==> config.mk <==
export PLATFORM = sky130hd
export DESIGN_NAME = yield_arbiter
export DESIGN_NICKNAME = d
export VERILOG_FILES = /design/src/rtl/yield_arbiter.sv
export SDC_FILE = /design/constraint.sdc
export NUM_CORES = 1
export LEC_CHECK = 0
export BUFFER_PORTS_ARGS = -buffer_cell sky130_fd_sc_hd__buf_2
export CAP_MARGIN = 20
export CORE_AREA = 2 2 39 41
export CTS_CLUSTER_DIAMETER = 30
export DETAILED_ROUTE_END_ITERATION = 12
export DIE_AREA = 0 0 41 43
export SKIP_CTS_REPAIR_TIMING = 1
export SYNTH_ARGS = -nofsm -noshare
export SYNTH_HDL_FRONTEND = slang
export SYNTH_SLANG_ARGS = --single-unit
==> constraint.sdc <==
create_clock -name clk -period 3.4 [get_ports clk]
set_input_delay 0.51 -clock clk [delete_from_list [all_inputs] [get_ports clk]]
set_output_delay 0.51 -clock clk [all_outputs]
set_load 0.02 [all_outputs]
==> src/rtl/yield_arbiter.sv <==
module yield_arbiter #(
  parameter int N_CH = 2,
  localparam int OW = (N_CH > 1) ? $clog2(N_CH) : 1
) (
  input  logic            clk,
  input  logic            rst_n,
  input  logic [N_CH-1:0] line_in_n,
  output logic [N_CH-1:0] line_out_n,
  input  logic [2:0]      bus_phase,
  input  logic            odd_low_byte,
  input  logic            ack_first,
  input  logic            locked,
  output logic            hold_ack,
  output logic [OW-1:0]   hold_owner
);

  typedef enum logic [1:0] {S_FREE, S_HELD, S_DEAD} st_t;

  localparam logic [2:0] PH_IDLE = 3'd0;
  localparam logic [2:0] PH_T3   = 3'd3;
  localparam logic [2:0] PH_TW   = 3'd4;
  localparam logic [2:0] PH_T4   = 3'd5;

  st_t             st;
  logic [N_CH-1:0] pend;
  logic [N_CH-1:0] early;
  logic [OW-1:0]   sel;
  logic            any_pend;
  logic            grant_ok;
  logic            ph_idle, ph_t4, ph_late;

  assign ph_idle = (bus_phase == PH_IDLE);
  assign ph_t4   = (bus_phase == PH_T4);
  assign ph_late = (bus_phase == PH_T3) || (bus_phase == PH_TW) || (bus_phase > PH_T4);

  always_comb begin
    sel      = '0;
    any_pend = 1'b0;
    for (int i = N_CH - 1; i >= 0; i--) begin
      if (pend[i]) begin
        sel      = OW'(i);
        any_pend = 1'b1;
      end
    end
  end

  assign grant_ok = (st == S_FREE) && any_pend && !locked &&
                    (ph_idle || (ph_t4 && early[sel] && !odd_low_byte && !ack_first));

  for (genvar i = 0; i < N_CH; i++) begin : g_ch
    logic mine, cap, p_q, e_q;
    assign mine = (sel == OW'(i));
    assign line_out_n[i] = ~(grant_ok & mine);
    assign cap = ~line_in_n[i] & ~p_q & ~((st == S_HELD) && (hold_owner == OW'(i)));

    always_ff @(posedge clk or negedge rst_n) begin
      if (!rst_n) begin
        p_q <= 1'b0;
        e_q <= 1'b0;
      end else if (grant_ok && mine) begin
        p_q <= 1'b0;
      end else if (cap) begin
        p_q <= 1'b1;
        e_q <= ~ph_late;
      end else if (p_q && ph_t4) begin
        e_q <= 1'b1;
      end
    end

    assign pend[i]  = p_q;
    assign early[i] = e_q;
  end

  always_ff @(posedge clk or negedge rst_n) begin
    if (!rst_n) begin
      st         <= S_FREE;
      hold_owner <= '0;
    end else begin
      case (st)
        S_FREE: if (grant_ok) begin
          st         <= S_HELD;
          hold_owner <= sel;
        end
        S_HELD: if (!line_in_n[hold_owner]) st <= S_DEAD;
        default: st <= S_FREE;
      endcase
    end
  end

  assign hold_ack = (st == S_HELD);

endmodule

After elaboration in Yosys (flattened, before gate mapping)
Index checks and enable logic that the tools add are counted.
{"block": "word_totals", "inputBits": 10, "mem_bits_ro": 0, "wordCells": 80, "ramBits": 0, "mem_count": 0, "ff_bits": 7, "latch_bits": 0}
{"block": "op_classes", "div": 0, "muxes": 18, "magnitude_cmp": 3, "n_mul": 0, "bitwise_logic": 19, "addsub": 0, "eq_ne": 6, "shift": 0, "reduce_logical": 28}
{"cell": "two-way mux 1 bit", "count": 15}
{"cell": "NOT 1 bit", "count": 13}
{"cell": "logical AND 1 bit", "count": 12}
{"cell": "AND reduction 2 bit", "count": 4}
{"cell": "nonzero test 2 bit", "count": 4}
{"cell": "AND 1 bit", "count": 6}
{"cell": "equality test 3 bit (second input constant)", "count": 2}
{"cell": "less-than comparator 1 x 2 -> 1 bit (second input constant)", "count": 2}
{"cell": "two-way mux 2 bit", "count": 2}
{"cell": "!= test 2 bit (second input constant)", "count": 2}
{"cell": "case mux 2 bit (2 select lines)", "count": 1}
{"cell": "equality test 3 x 2 -> 1 bit (second input constant)", "count": 1}
{"cell": "greater-than comparator 3 bit (second input constant)", "count": 1}
{"cell": "logical NOT 1 bit", "count": 3}
{"cell": "logical NOT 3 bit", "count": 1}
{"cell": "logical OR 1 bit", "count": 3}
{"cell": "equality test 2 x 1 -> 1 bit (second input constant)", "count": 1}
{"cell": "logical NOT 2 bit", "count": 1}

Logic depth before layout (Yosys ltp)
{"block": "logic_depth", "word_depth": 12, "mapped_depth": 5}

Least setup slack after synthesis
Ideal clock, no wire load.
{"block": "synth_path", "kind": "in2out", "startpoint": "input port locked", "endpoint": "output port line_out_n[1]", "t_arrival_ns": 1.422, "required_time_ns": 2.890, "path_slack_ns": 1.468, "path_buffers": 0, "stages": 2, "cell_sequence": "or4_4 > or3_4"}
{"block": "synth_via", "elab_chain_cells": 5}
{"element": "from (decl)", "line_no": "12", "source": "input logic locked,"}
{"element": "logical NOT 1 bit", "line_no": "47", "source": "assign grant_ok = (st == S_FREE) && any_pend && !locked &&"}
{"element": "logical AND 1 bit (2 in series)", "line_no": "47"}
{"element": "AND 1 bit", "line_no": "53", "source": "assign line_out_n[i] = ~(grant_ok & mine);"}
{"element": "NOT 1 bit", "line_no": "53"}
{"element": "to (decl)", "line_no": "8", "source": "output logic [N_CH-1:0] line_out_n,"}
No other way between the ends.

Worst setup path in the final report
{"block": "layout_path", "startpoint": "register st[1]", "endpoint": "output port line_out_n[1]"}
{"block": "layout_via", "elab_chain_cells": 6}
{"element": "from (decl)", "line_no": "24", "source": "st_t st;"}
{"element": "from (signal assigned)", "line_no": "76", "source": "st <= S_FREE;"}
{"element": "from (signal assigned)", "line_no": "81", "source": "st <= S_HELD;"}
{"element": "from (signal assigned)", "line_no": "84", "source": "S_HELD: if (!line_in_n[hold_owner]) st <= S_DEAD;"}
{"element": "logical NOT 2 bit", "line_no": "47"}
{"element": "logical AND 1 bit (3 in series)", "line_no": "47"}
{"element": "AND 1 bit", "line_no": "53"}
{"element": "NOT 1 bit", "line_no": "53"}
No other way between the ends.

==> impl_metrics.yaml <==
run_status:
  outcome: "finished, final reports clean"
final_layout:
  fin_cells: 77
  syn_to_final_growth_pct: 27.0
  final_common_cell: "buf_2"
  fill_cells: 154
  final_cell_mix: "13 x buf_2, 7 x dfrtp_1, 6 x nand2_1"
  diodes: 0
  fin_nets: 72
  drive_above_1_share_pct: 34.4
  fin_area_um2: 524
die:
  ios: 14
  fp-row-count: 14
  core_area_um2: 1380
  initial_core_util_pct: 29.8
  fp.dieW_um: 41
  dieArea_um2: 1760
  die_h_um: 43
worst_setup_path:
  r2r_setup_slack_ns: 1.83
  worst_setup_path_end_kind: "output pin"
  crit_path_end: "line_out_n[1]"
  r2r_start: "st[1]"
  start_kind: "flop"
  crit_required_ns: 2.89
  rr_endpoint: "g_ch[1].p_q"
  setup.worst_path.start: "st[1]"
  ff2ff_path_depth: 3
  worst-setup-path-type: "reg -> out"
  path_max_fanout: 3
  crit_arrival_ns: 1.77
routing:
  routedWlPerCell_um: 12.1
  drc: 0
  final_antenna_net_count: 0
  drt_wl_total_um: 933
  dr.first_iter.drc_count: 5
  vias: 392
  dr.pass1.iters: 4
  via_per_inst: 5.09
placement:
  preCtsSetupSlack_ns: 1.21
  place_inst: 73
  gp_congestion: 0.733
  hpwl_um: 770
  numPortBuffers: 13
  place_area_um2: 498
timing:
  final_max_slew_viol_count: 0
  fin_skew_ns: 0.00156
  worst_pin_slew_ns: 0.317
  setup_violations: 0
  finalHoldViolations: 0
  fmaxAchievable_ghz: 0.439
  timing.final.crit_share_pct: 66.9
  period_minus_slack_ns: 2.28
  fin_ws_ns: 1.12
  rsz0062_at_grt: "no"
  slew_headroom_pct: 78.7
  setup_tns_ns: 0
clocking:
  clock_latency_ns: 0.24
  clk_pin_slew_ns: 0.05
  clk_path_buf_depth: 2
  cts.sinks: 7
  cts_tree: "yes"
  cts_max_level: 1
  cts_root_buffer: "clkbuf_4"
  cts_buffers: 3
global_routing:
  grt_pass1_vias: 423
  grt-ovfl-total: 0
  grt_usage_pct: 13.5
  antenna_found_initial: 0
  grt_max_degree: 8
  grt_pass1_wl_um: 1610
worst_hold_path:
  hp-class: "in -> async"
logic_synthesis:
  syn_area_um2: 413
  synth-warning-count: 0
  ys_seq_area_share_pct: 42.4
  ys_ff_latch: 7
  synth_nets: 54
  syn_inst: 44
  synth_top_cell_by_area: "dfrtp_1"
  synth.distinct_cells: 22
  yosysTopAreaCellShare_pct: 42.4
  syn_area_per_cell_um2: 9.38
  yosys-top-cells-area: "dfrtp_1 42%, mux2_2 5.5%, nand2_1 5.5%"
pwr:
  peakVddDrop_mv: 0.111
  power.density_nw_per_um2: 432
  leakagePower_nw: 0.236
run:
  drv_cap: 0
-- worst min-delay path by stage --
| stage | start | end | slack, ns | cells after the start |
|---|---|---|---|---|
| after global placement | rst_n | hold_owner | 0.35 | 1 |
| after CTS | rst_n | hold_owner | 0.09 | 1 |
| after floorplan | rst_n | g_ch[0].e_q | 0.21 | 0 |
| after global routing | rst_n | g_ch[0].p_q | 0.08 | 1 |
| final | rst_n | hold_owner | 0.09 | 1 |
| after detailed placement | rst_n | hold_owner | 0.35 | 1 |
-- layout make-up --
type                    instances  area [µm²]  area share, %
clock buffers                   4        26.3           5.01
well taps                      16        20.0           3.82
repair buffers                 13        65.1           12.4
flip-flops and latches          7         175           33.4
multi-input cells              35         230           43.9
inverters                       2        7.51           1.43
-- report_power, final --
group	internal [mW]	switching, mW
logic	0.0231	0.0279
registers	0.0918	0.0105
clock network	0.0447	0.0286
total	0.160	0.0670
-- per-layer routing --
| metal | GRT usage, % | routed length (µm) | vias up |
|---|---|---|---|
| met5 | 0 | 0 | - |
| met4 | 10.0 | 22 | 0 |
| met3 | 1.57 | 44 | 2 |
| met2 | 21.9 | 476 | 11 |
| met1 | 15.1 | 390 | 186 |
| li1 | - | - | 193 |
-- flip-flops by register name, indices dropped and copies added (netlist names) --
signal / flops
g_ch.p_q: 2
st: 2
hold_owner: 1
g_ch.e_q: 2
-- kinds of logic after synthesis --
family / share of synthesized area [%]
flops: 42.4
compound gates: 18.8
simple gates: 26.7
buf+inv: 1.82
mux: 10.3
-- cells in the mapped netlist, drive strengths merged --
cell type  n
nand2b     2
o21bai     1
and4bb     1
o21a       1
inv        2
nand2      6
o21ai      2
nor2       4
a21oi      4
o32ai      1
and3       1
nor4       1
or3        2
a21boi     1
mux2       2
mux2i      2
dfrtp      7
or4        1
o211ai     1
and2       1
o311ai     1
-- worst max-delay path, cell delays in order (launching register included) --
cell     delay (ns)
dfrtp_1        0.39
or4_4          0.55
or3_4          0.41
buf_2          0.17
-- through the flow --
step	hold WS, ns	utilization (%)	power (mW)
floorplan	0.214	-	0.134
global placement	0.351	36.0	0.155
detailed placement	0.353	36.0	0.155
CTS	0.0857	37.9	0.232
global route	0.0837	37.9	0.244
finish	0.0887	37.9	0.227
Power figures use the tool's default switching activity.
